### src/rtl/pwrup_seq_pkg.sv
package pwrup_seq_pkg;

    localparam int NUM_OUT = 3;
    localparam int CODE_W  = 2;

    typedef logic [CODE_W-1:0] dly_code_t;

    typedef struct packed {
        logic                    seq_on;
        dly_code_t [NUM_OUT-1:0] code;
    } seq_cfg_t;

    // Delay length in units for a 2-bit code: 0, 1, 2 or 4 units.
    function automatic int unsigned code_units(input dly_code_t c);
        case (c)
            2'b00:   return 0;
            2'b01:   return 1;
            2'b10:   return 2;
            default: return 4;
        endcase
    endfunction

endpackage

### src/rtl/pwrup_seq_cfg_dec.sv
module pwrup_seq_cfg_dec
    import pwrup_seq_pkg::*;
(
    input  logic [7:0] mode_reg,
    input  logic [7:0] delay_reg,
    output seq_cfg_t   cfg
);
    // The sequencing-enable bit is active low.
    always_comb begin
        cfg.seq_on = ~mode_reg[7];
        for (int i = 0; i < NUM_OUT; i++) begin
            cfg.code[i] = delay_reg[CODE_W*i +: CODE_W];
        end
    end
endmodule

### src/rtl/pwrup_seq_chan.sv
module pwrup_seq_chan
    import pwrup_seq_pkg::*;
#(
    parameter int UNIT_TICKS = 25
) (
    input  logic      clk,
    input  logic      rst,
    input  logic      supply_ok,
    input  logic      ms_tick,
    input  logic      seq_on,
    input  dly_code_t code,
    output logic      en_n
);
    localparam int MAX_TICKS = 4 * UNIT_TICKS;
    localparam int CNT_W     = $clog2(MAX_TICKS + 1);

    logic [CNT_W-1:0] elapsed;
    logic [CNT_W-1:0] target;
    logic             reached;

    always_comb begin
        target  = CNT_W'(code_units(code) * UNIT_TICKS);
        reached = (elapsed >= target);
    end

    // Count ticks since supply qualified; saturate at the longest delay.
    always_ff @(posedge clk) begin
        if (rst || !supply_ok) begin
            elapsed <= '0;
        end else if (ms_tick && (elapsed < CNT_W'(MAX_TICKS))) begin
            elapsed <= elapsed + 1'b1;
        end
    end

    always_ff @(posedge clk) begin
        if (rst) begin
            en_n <= 1'b1;
        end else begin
            en_n <= ~(supply_ok && (!seq_on || reached));
        end
    end
endmodule

### src/rtl/pwrup_seq.sv
module pwrup_seq
    import pwrup_seq_pkg::*;
#(
    parameter int UNIT_TICKS = 25
) (
    input  logic       clk,
    input  logic       rst,
    input  logic       ms_tick,
    input  logic       supply_ok,
    input  logic [7:0] mode_reg,
    input  logic [7:0] delay_reg,
    output logic [2:0] en_n
);
    seq_cfg_t cfg;

    pwrup_seq_cfg_dec u_dec (
        .mode_reg  (mode_reg),
        .delay_reg (delay_reg),
        .cfg       (cfg)
    );

    for (genvar g = 0; g < NUM_OUT; g++) begin : g_chan
        pwrup_seq_chan #(.UNIT_TICKS(UNIT_TICKS)) u_chan (
            .clk       (clk),
            .rst       (rst),
            .supply_ok (supply_ok),
            .ms_tick   (ms_tick),
            .seq_on    (cfg.seq_on),
            .code      (cfg.code[g]),
            .en_n      (en_n[g])
        );
    end
endmodule

### config.mk
export PLATFORM = sky130hd
export DESIGN_NAME = pwrup_seq
export DESIGN_NICKNAME = d
export VERILOG_FILES = /design/src/rtl/pwrup_seq_pkg.sv /design/src/rtl/pwrup_seq_cfg_dec.sv /design/src/rtl/pwrup_seq_chan.sv /design/src/rtl/pwrup_seq.sv
export SDC_FILE = /design/constraint.sdc
export NUM_CORES = 1
export LEC_CHECK = 0
export BUFFER_PORTS_ARGS = -buffer_cell sky130_fd_sc_hd__buf_2
export CORE_MARGIN = 3
export CORE_UTILIZATION = 30
export CTS_CLUSTER_SIZE = 16
export DETAILED_ROUTE_END_ITERATION = 6
export GPL_TIMING_DRIVEN = 0
export PLACE_DENSITY_LB_ADDON = 0.05
export SLEW_MARGIN = 10
export SYNTH_ARGS = -nofsm -noshare
export SYNTH_HDL_FRONTEND = slang
export SYNTH_HIERARCHICAL = 1
export SYNTH_SLANG_ARGS = --single-unit
export TNS_END_PERCENT = 20
### constraint.sdc
create_clock -name clk -period 1.6 [get_ports clk]
set_clock_uncertainty 0.1 [all_clocks]
set_input_delay 0.08 -clock clk [delete_from_list [all_inputs] [get_ports clk]]
set_output_delay 0.08 -clock clk [all_outputs]
set_load 0.01 [all_outputs]
==> impl_metrics.py, run 1 <==
metrics = {
    "outcome": {
        "status": "complete, no violations",
    },
    "sta": {
        "rsz0062_at_grt": "false",
        "setup_violations": 0,
        "max_freq_mhz": 694,
        "finalHoldViolCount": 0,
        "max-slew-margin-rel": 0.797,
        "setup-tns-final_ps": 0,
        "finalMaxSlewViolations": 0,
        "worst_slack_ps": 159,
        "fin_crit_ps": 1440,
        "fin_crit_sh": 0.900,
        "tightest_slew_ps": 304,
    },
    "run": {
        "maxCapViolCount": 0,
    },
    "placed_design": {
        "placedCellCount": 281,
        "portBuffers": 7,
        "gp_congestion": 0.790,
        "dp_slack_ps": -64.7,
        "hpwl_um": 2850,
    },
    "routing": {
        "ant_nets": 0,
        "avgRoutedWirePerCell_um": 12.4,
        "route.detailed.drc": 0,
        "first_pass_iters": 4,
        "vias_per_cell": 4.88,
        "drtIter0Drc": 44,
        "vias": 1392,
        "wl_um": 3530,
    },
    "finish": {
        "finalNetCount": 270,
        "drive_above_1_share": 0.150,
        "fillers": 581,
        "area_growth_pct": 10.9,
        "final_common_cell": "ha_1",
        "final_cell_mix": "36 x ha_1, 24 x dfxtp_1, 22 x inv_1, 18 x nor2_1",
        "n_antenna_cell": 0,
        "fin_cells": 285,
    },
    "floorplan": {
        "core_region_area_sq_um": 5640,
        "die_x_um": 83.5,
        "die_y_um": 83.5,
        "placementRows": 27,
        "dieArea_sq_um": 6970,
        "io_pins": 23,
        "initial_core_util": 0.319,
    },
    "synthesis": {
        "yosysWarningCount": 6,
        "synth_simple_gate_area_share": 0.188,
        "syn_nets": 258,
        "avgSynthCellArea_sq_um": 8.92,
        "synthAdderAreaFrac": 0.250,
        "synth_area_sq_um": 1800,
        "netlist_instances": 202,
        "synth_compound_gate_area_share": 0.144,
        "ys_ff_latch": 24,
        "synthMuxAreaShare": 0,
        "synth.yosys.seq_area_share": 0.267,
        "synth_xor_area_frac": 0.0729,
        "yosysUniqueCellTypes": 24,
        "synth_top_family_by_area": "adder cells",
    },
    "grt": {
        "antenna_found_initial": 0,
        "grt_first_pass_wirelength_um": 5820,
        "met1_usage": 0.126,
        "grt-ovfl-total": 0,
        "top_usage_layer": "met2",
        "grt_max_degree": 16,
        "grt_use_met2": 0.175,
        "gr-usage-all-layers": 0.102,
        "met3_usage": 0.0207,
        "first_global_vias": 1354,
    },
    "clock_network": {
        "holdBufCountCts": 0,
        "cts_buffer_depth": 2,
        "h-tree-depth": 1,
        "clock_sinks": 24,
        "post_cts_buffers": 0,
        "cts_resized": 0,
        "numCtsBuffers": 3,
        "cts_root_buf": "clkbuf_8",
        "cts_tree": "done",
        "path_clk_slew_ps": 90,
        "clock_latency_ps": 270,
    },
    "critical_path": {
        "r2r-start": "g_chan[1].u_chan/elapsed[5]$_SDFFE_PP0P_",
        "r2r_cells": 5,
        "reg2reg_to": "g_chan[1].u_chan/en_n$_SDFF_PP1_",
        "regToRegSetupSlack_ps": 160,
        "critPathCaptureType": "flop",
        "cp.required_ps": 1700,
        "cp_max_fo": 6,
        "start_kind": "flop",
        "worstPathArrival_ps": 1540,
        "worstSetupPathType": "reg2reg",
    },
    "power_and_ir_drop": {
        "power_density_nw_per_um2": 665,
        "p_leak_nw": 0.886,
        "vdd_drop_max_v": 0.000491,
    },
    "hold_path": {
        "worstHoldStart": "mode_reg[7]",
        "hold_depth": 4,
        "worstHoldEndpoint": "g_chan[2].u_chan/en_n$_SDFF_PP1_",
        "hold_path.class": "in2reg",
    },
}
-- cell families (layout without fill, tap and decap cells) --
kind of cell,count (synthesis),in the layout
xor+xnor,15,15
flops,24,24
simple gates,63,63
buf+inv,31,42
compound gates,33,33
fa+ha+maj,36,36
-- power by group --
| part | internal [W] | switching [W] | leakage [nW] |
|---|---|---|---|
| registers | 0.000606 | 0.00000520 | 0.194 |
| clock network | 0.000334 | 0.000201 | 0.0357 |
| logic | 0.0000816 | 0.000101 | 0.656 |
| total | 0.00102 | 0.000307 | 0.886 |
-- stage by stage --
step / util / total power (W) / hold WS [ps] / area [sq um]
after CTS: 0.354 / 0.00135 / 60.6 / 2000
after global routing: 0.354 / 0.00140 / 78.7 / 2000
after floorplan: - / 0.000760 / 140 / 1800
final: 0.354 / 0.00133 / 60.6 / 2000
after global placement: 0.342 / 0.000802 / 353 / 1930
after detailed placement: 0.342 / 0.000810 / 353 / 1930
-- worst max-delay path: stages (launching register included) --
cell      delay (ps)
dfxtp_1          490
ha_1             310
a21o_1           170
nand2_1           60
nand4b_1          90
o21bai_1         150
-- flip-flops by register name, indices dropped and copies added, names as in the netlist --
signal,flops
g_chan.u_chan/elapsed,21
g_chan.u_chan/en_n,3
-- worst max-delay path by stage --
stage	end	cells past startpoint	start	slack [ps]
global route	g_chan[1].u_chan/en_n$_SDFF_PP1_	5	g_chan[1].u_chan/elapsed[5]$_SDFFE_PP0P_	70
global placement	g_chan[1].u_chan/en_n$_SDFF_PP1_	11	delay_reg[2]	-50
floorplan	g_chan[0].u_chan/en_n$_SDFF_PP1_	11	delay_reg[0]	110
finish	g_chan[1].u_chan/en_n$_SDFF_PP1_	5	g_chan[1].u_chan/elapsed[5]$_SDFFE_PP0P_	160
CTS	g_chan[1].u_chan/en_n$_SDFF_PP1_	5	g_chan[1].u_chan/elapsed[5]$_SDFFE_PP0P_	130
detailed placement	g_chan[1].u_chan/en_n$_SDFF_PP1_	11	delay_reg[2]	-60
-- routing by layer --
| metal | up-vias | routed length, um | part of all wire |
|---|---|---|---|
| li1 | 726 | - | - |
| met5 | - | 0 | 0 |
| met3 | 4 | 137 | 0.039 |
| met2 | 22 | 1700 | 0.48 |
| met4 | 0 | 46 | 0.013 |
| met1 | 640 | 1650 | 0.47 |
-- Yosys cell counts --
cell type  instances  area, sq um
nand2b_1           3         18.8
xor2_1             9         78.8
o311ai_2           3         48.8
xnor2_1            6         52.6
nand3_1            6         30.0
buf_4              6         45.0
clkbuf_2           3         15.0
nor2_1            18         67.6
and3_2             3         22.5
a21o_1             3         22.5
inv_1             22         82.6
nand4_1           12         75.1
dfxtp_1           24          480
ha_1              36          450
nand4b_1           3         26.3
a21boi_2           3         33.8
o21bai_1           3         22.5
a31oi_1            6         37.5
a311oi_1           3         26.3
o211ai_1           3         22.5
or2b_2             3         26.3
a21oi_1            9         45.0
nand2_1           12         45.0
and4_1             3         26.3
-- final cells by class --
class | count | area, sq um | area share
buffer | 9 | 60.1 | 0.0301
clock buffer | 3 | 41.3 | 0.0207
clock inverter | 1 | 30.0 | 0.0150
inverter | 22 | 82.6 | 0.0413
multi-input combinational | 147 | 1180 | 0.590
sequential | 24 | 480 | 0.240
tap | 72 | 90.1 | 0.0451
timing repair buffer | 7 | 35.0 | 0.0175
No activity file was read; power rests on OpenSTA's default activity.
==> inputs of run 2 (changes only) <==
==> constraint.sdc (replaced) <==
create_clock -name clk -period 1.25 [get_ports clk]
set_clock_uncertainty 0.1 [all_clocks]
set_input_delay 0.25 -clock clk [delete_from_list [all_inputs] [get_ports clk]]
set_output_delay 0.25 -clock clk [all_outputs]
set_load 0.01 [all_outputs]
==> run 2 against run 1 <==
The flow now finishes with violations (negative setup slack); setup slack worse by 360 ps; hold slack better by 200 ps; combinational power is 72% higher; total power is 35% higher; die area stayed put; design area is 13% higher; critical endpoint unchanged.
==> impl_metrics.py, run 2 (synthesized netlist as in run 1, its figures left out) <==
metrics = {
    "clock_network": {
        "cts_tree": "done",
        "h-tree-depth": 1,
        "numCtsBuffers": 3,
        "holdBufCountCts": 0,
        "path_clk_slew_ps": 90,
        "clock_sinks": 24,
        "clock_latency_ps": 270,
        "cts_buffer_depth": 2,
        "cts_root_buf": "clkbuf_8",
    },
    "finish": {
        "multi_input_area_sq_um": 1320,
        "post-route-util": 0.400,
        "fin_area_sq_um": 2260,
        "drive_above_1_share": 0.336,
        "final_common_cell": "ha_1",
        "n_antenna_cell": 0,
        "ff_latch_area_sq_um": 495,
        "top_regs": "g_chan.u_chan/elapsed: 21 flops, g_chan.u_chan/en_n: 3 flops",
        "finalNetCount": 274,
        "largest_reg_flops": 21,
        "final_cell_mix": "26 x ha_1, 15 x nor2_1, 13 x inv_1",
        "area_growth_pct": 25.2,
        "fillers": 558,
        "regMostFlops": "g_chan.u_chan/elapsed",
    },
    "sta": {
        "finalMaxSlewViolations": 0,
        "setup_violations": 4,
        "max_freq_mhz": 690,
        "fin_crit_ps": 1450,
        "rsz0062_at_grt": "true",
        "worst_slack_ps": -199,
        "max-slew-margin-rel": 0.793,
        "hold-worst-slack_ps": 265,
        "fin_crit_sh": 1.16,
        "tightest_slew_ps": 311,
        "finalHoldViolCount": 0,
    },
    "routing": {
        "drtIter0Drc": 24,
        "first_pass_iters": 6,
        "wl_um": 3620,
        "route.detailed.drc": 0,
        "vias_per_cell": 4.97,
        "vias": 1435,
        "ant_nets": 0,
        "avgRoutedWirePerCell_um": 12.5,
    },
    "critical_path": {
        "cp_max_fo": 4,
        "critPathCaptureType": "flop",
        "worstPathArrival_ps": 1550,
        "cp.required_ps": 1350,
        "r2r-start": "g_chan[0].u_chan/elapsed[5]$_SDFFE_PP0P_",
        "start_kind": "input port",
        "setup.worst_path.start": "delay_reg[2]",
        "regToRegSetupSlack_ps": -110,
        "worstSetupPathType": "in2reg",
    },
    "hold_path": {
        "worstHoldStart": "mode_reg[7]",
        "hold_path.class": "in2reg",
    },
    "outcome": {
        "status": "finished, violations left",
        "violations": "negative setup slack",
    },
    "floorplan": {
        "die_x_um": 83.5,
        "initial_core_util": 0.319,
        "placementRows": 27,
        "core_region_area_sq_um": 5640,
        "io_pins": 23,
        "dieArea_sq_um": 6970,
        "die_y_um": 83.5,
    },
    "grt": {
        "grt_first_pass_wirelength_um": 6300,
        "gr-usage-all-layers": 0.108,
        "grt-ovfl-total": 0,
        "antenna_found_initial": 0,
        "first_global_vias": 1392,
        "grt_max_degree": 16,
    },
    "placed_design": {
        "postPlaceCellArea_sq_um": 2060,
        "portBuffers": 7,
        "hpwl_um": 2890,
        "gp_congestion": 0.787,
    },
    "power_and_ir_drop": {
        "power_density_nw_per_um2": 793,
        "p_leak_nw": 0.928,
        "vdd_drop_max_v": 0.000371,
    },
    "run": {
        "maxCapViolCount": 0,
    },
}
run 2: area by class of cell:
class | count | share of cell area
well taps | 72 | 0.0399
clock inverters | 1 | 0.0133
multi-input cells | 147 | 0.587
clock buffers | 3 | 0.0183
inverters | 22 | 0.0422
plain buffers | 9 | 0.0510
repair buffers | 11 | 0.0288
flip-flops and latches | 24 | 0.220
run 2: per-stage QoR:
step / instances / power, W / setup TNS, ps / worst slack, ps
final: 289 / 0.00179 / -552 / -199
after global routing: 289 / 0.00189 / -948 / -292
after CTS: 285 / 0.00180 / -618 / -196
after detailed placement: 281 / 0.00108 / -2370 / -526
after global placement: 281 / 0.00107 / -2070 / -495
after floorplan: 202 / 0.00101 / -1050 / -352
run 2: repair_timing:
action | 4_1_cts | 5_1_grt
gates resized for setup | 9 | 19
pin swaps | 11 | 10
buffers inserted | 0 | 4
gates cloned | 0 | 0
endpoints found under the setup margin | 6 | 19
endpoints found under the hold margin | 0 | 0
run 2: where the power goes:
| group | switching (W) | internal (W) |
|---|---|---|
| Combinational | 0.000156 | 0.000158 |
| Sequential | 0.00000683 | 0.000776 |
| Clock | 0.000265 | 0.000428 |
run 2: worst paths after layout:
path                                              end  depth (start not counted)
max reg2reg          g_chan[0].u_chan/en_n$_SDFF_PP1_                          5
min                  g_chan[0].u_chan/en_n$_SDFF_PP1_                          4
max                  g_chan[1].u_chan/en_n$_SDFF_PP1_                         11
min reg2reg  g_chan[2].u_chan/elapsed[1]$_SDFFE_PP0P_                          2
run 2: worst max-delay path, cell delays in order:
cell      delay, ps
buf_12           90
inv_4            30
ha_4            150
inv_4            50
nor2_4           30
xnor2_2         120
ha_1            330
a21o_1          180
nand2_1          50
nand4b_1         90
o21bai_1        170
run 2: routing by layer:
layer  GRT usage  part of all wire  up-vias
li1            -                 -      739
met4      0.0424             0.014        0
met1       0.142              0.50      679
met2       0.174              0.46       13
met5           0                 0        -
met3      0.0188             0.023        4
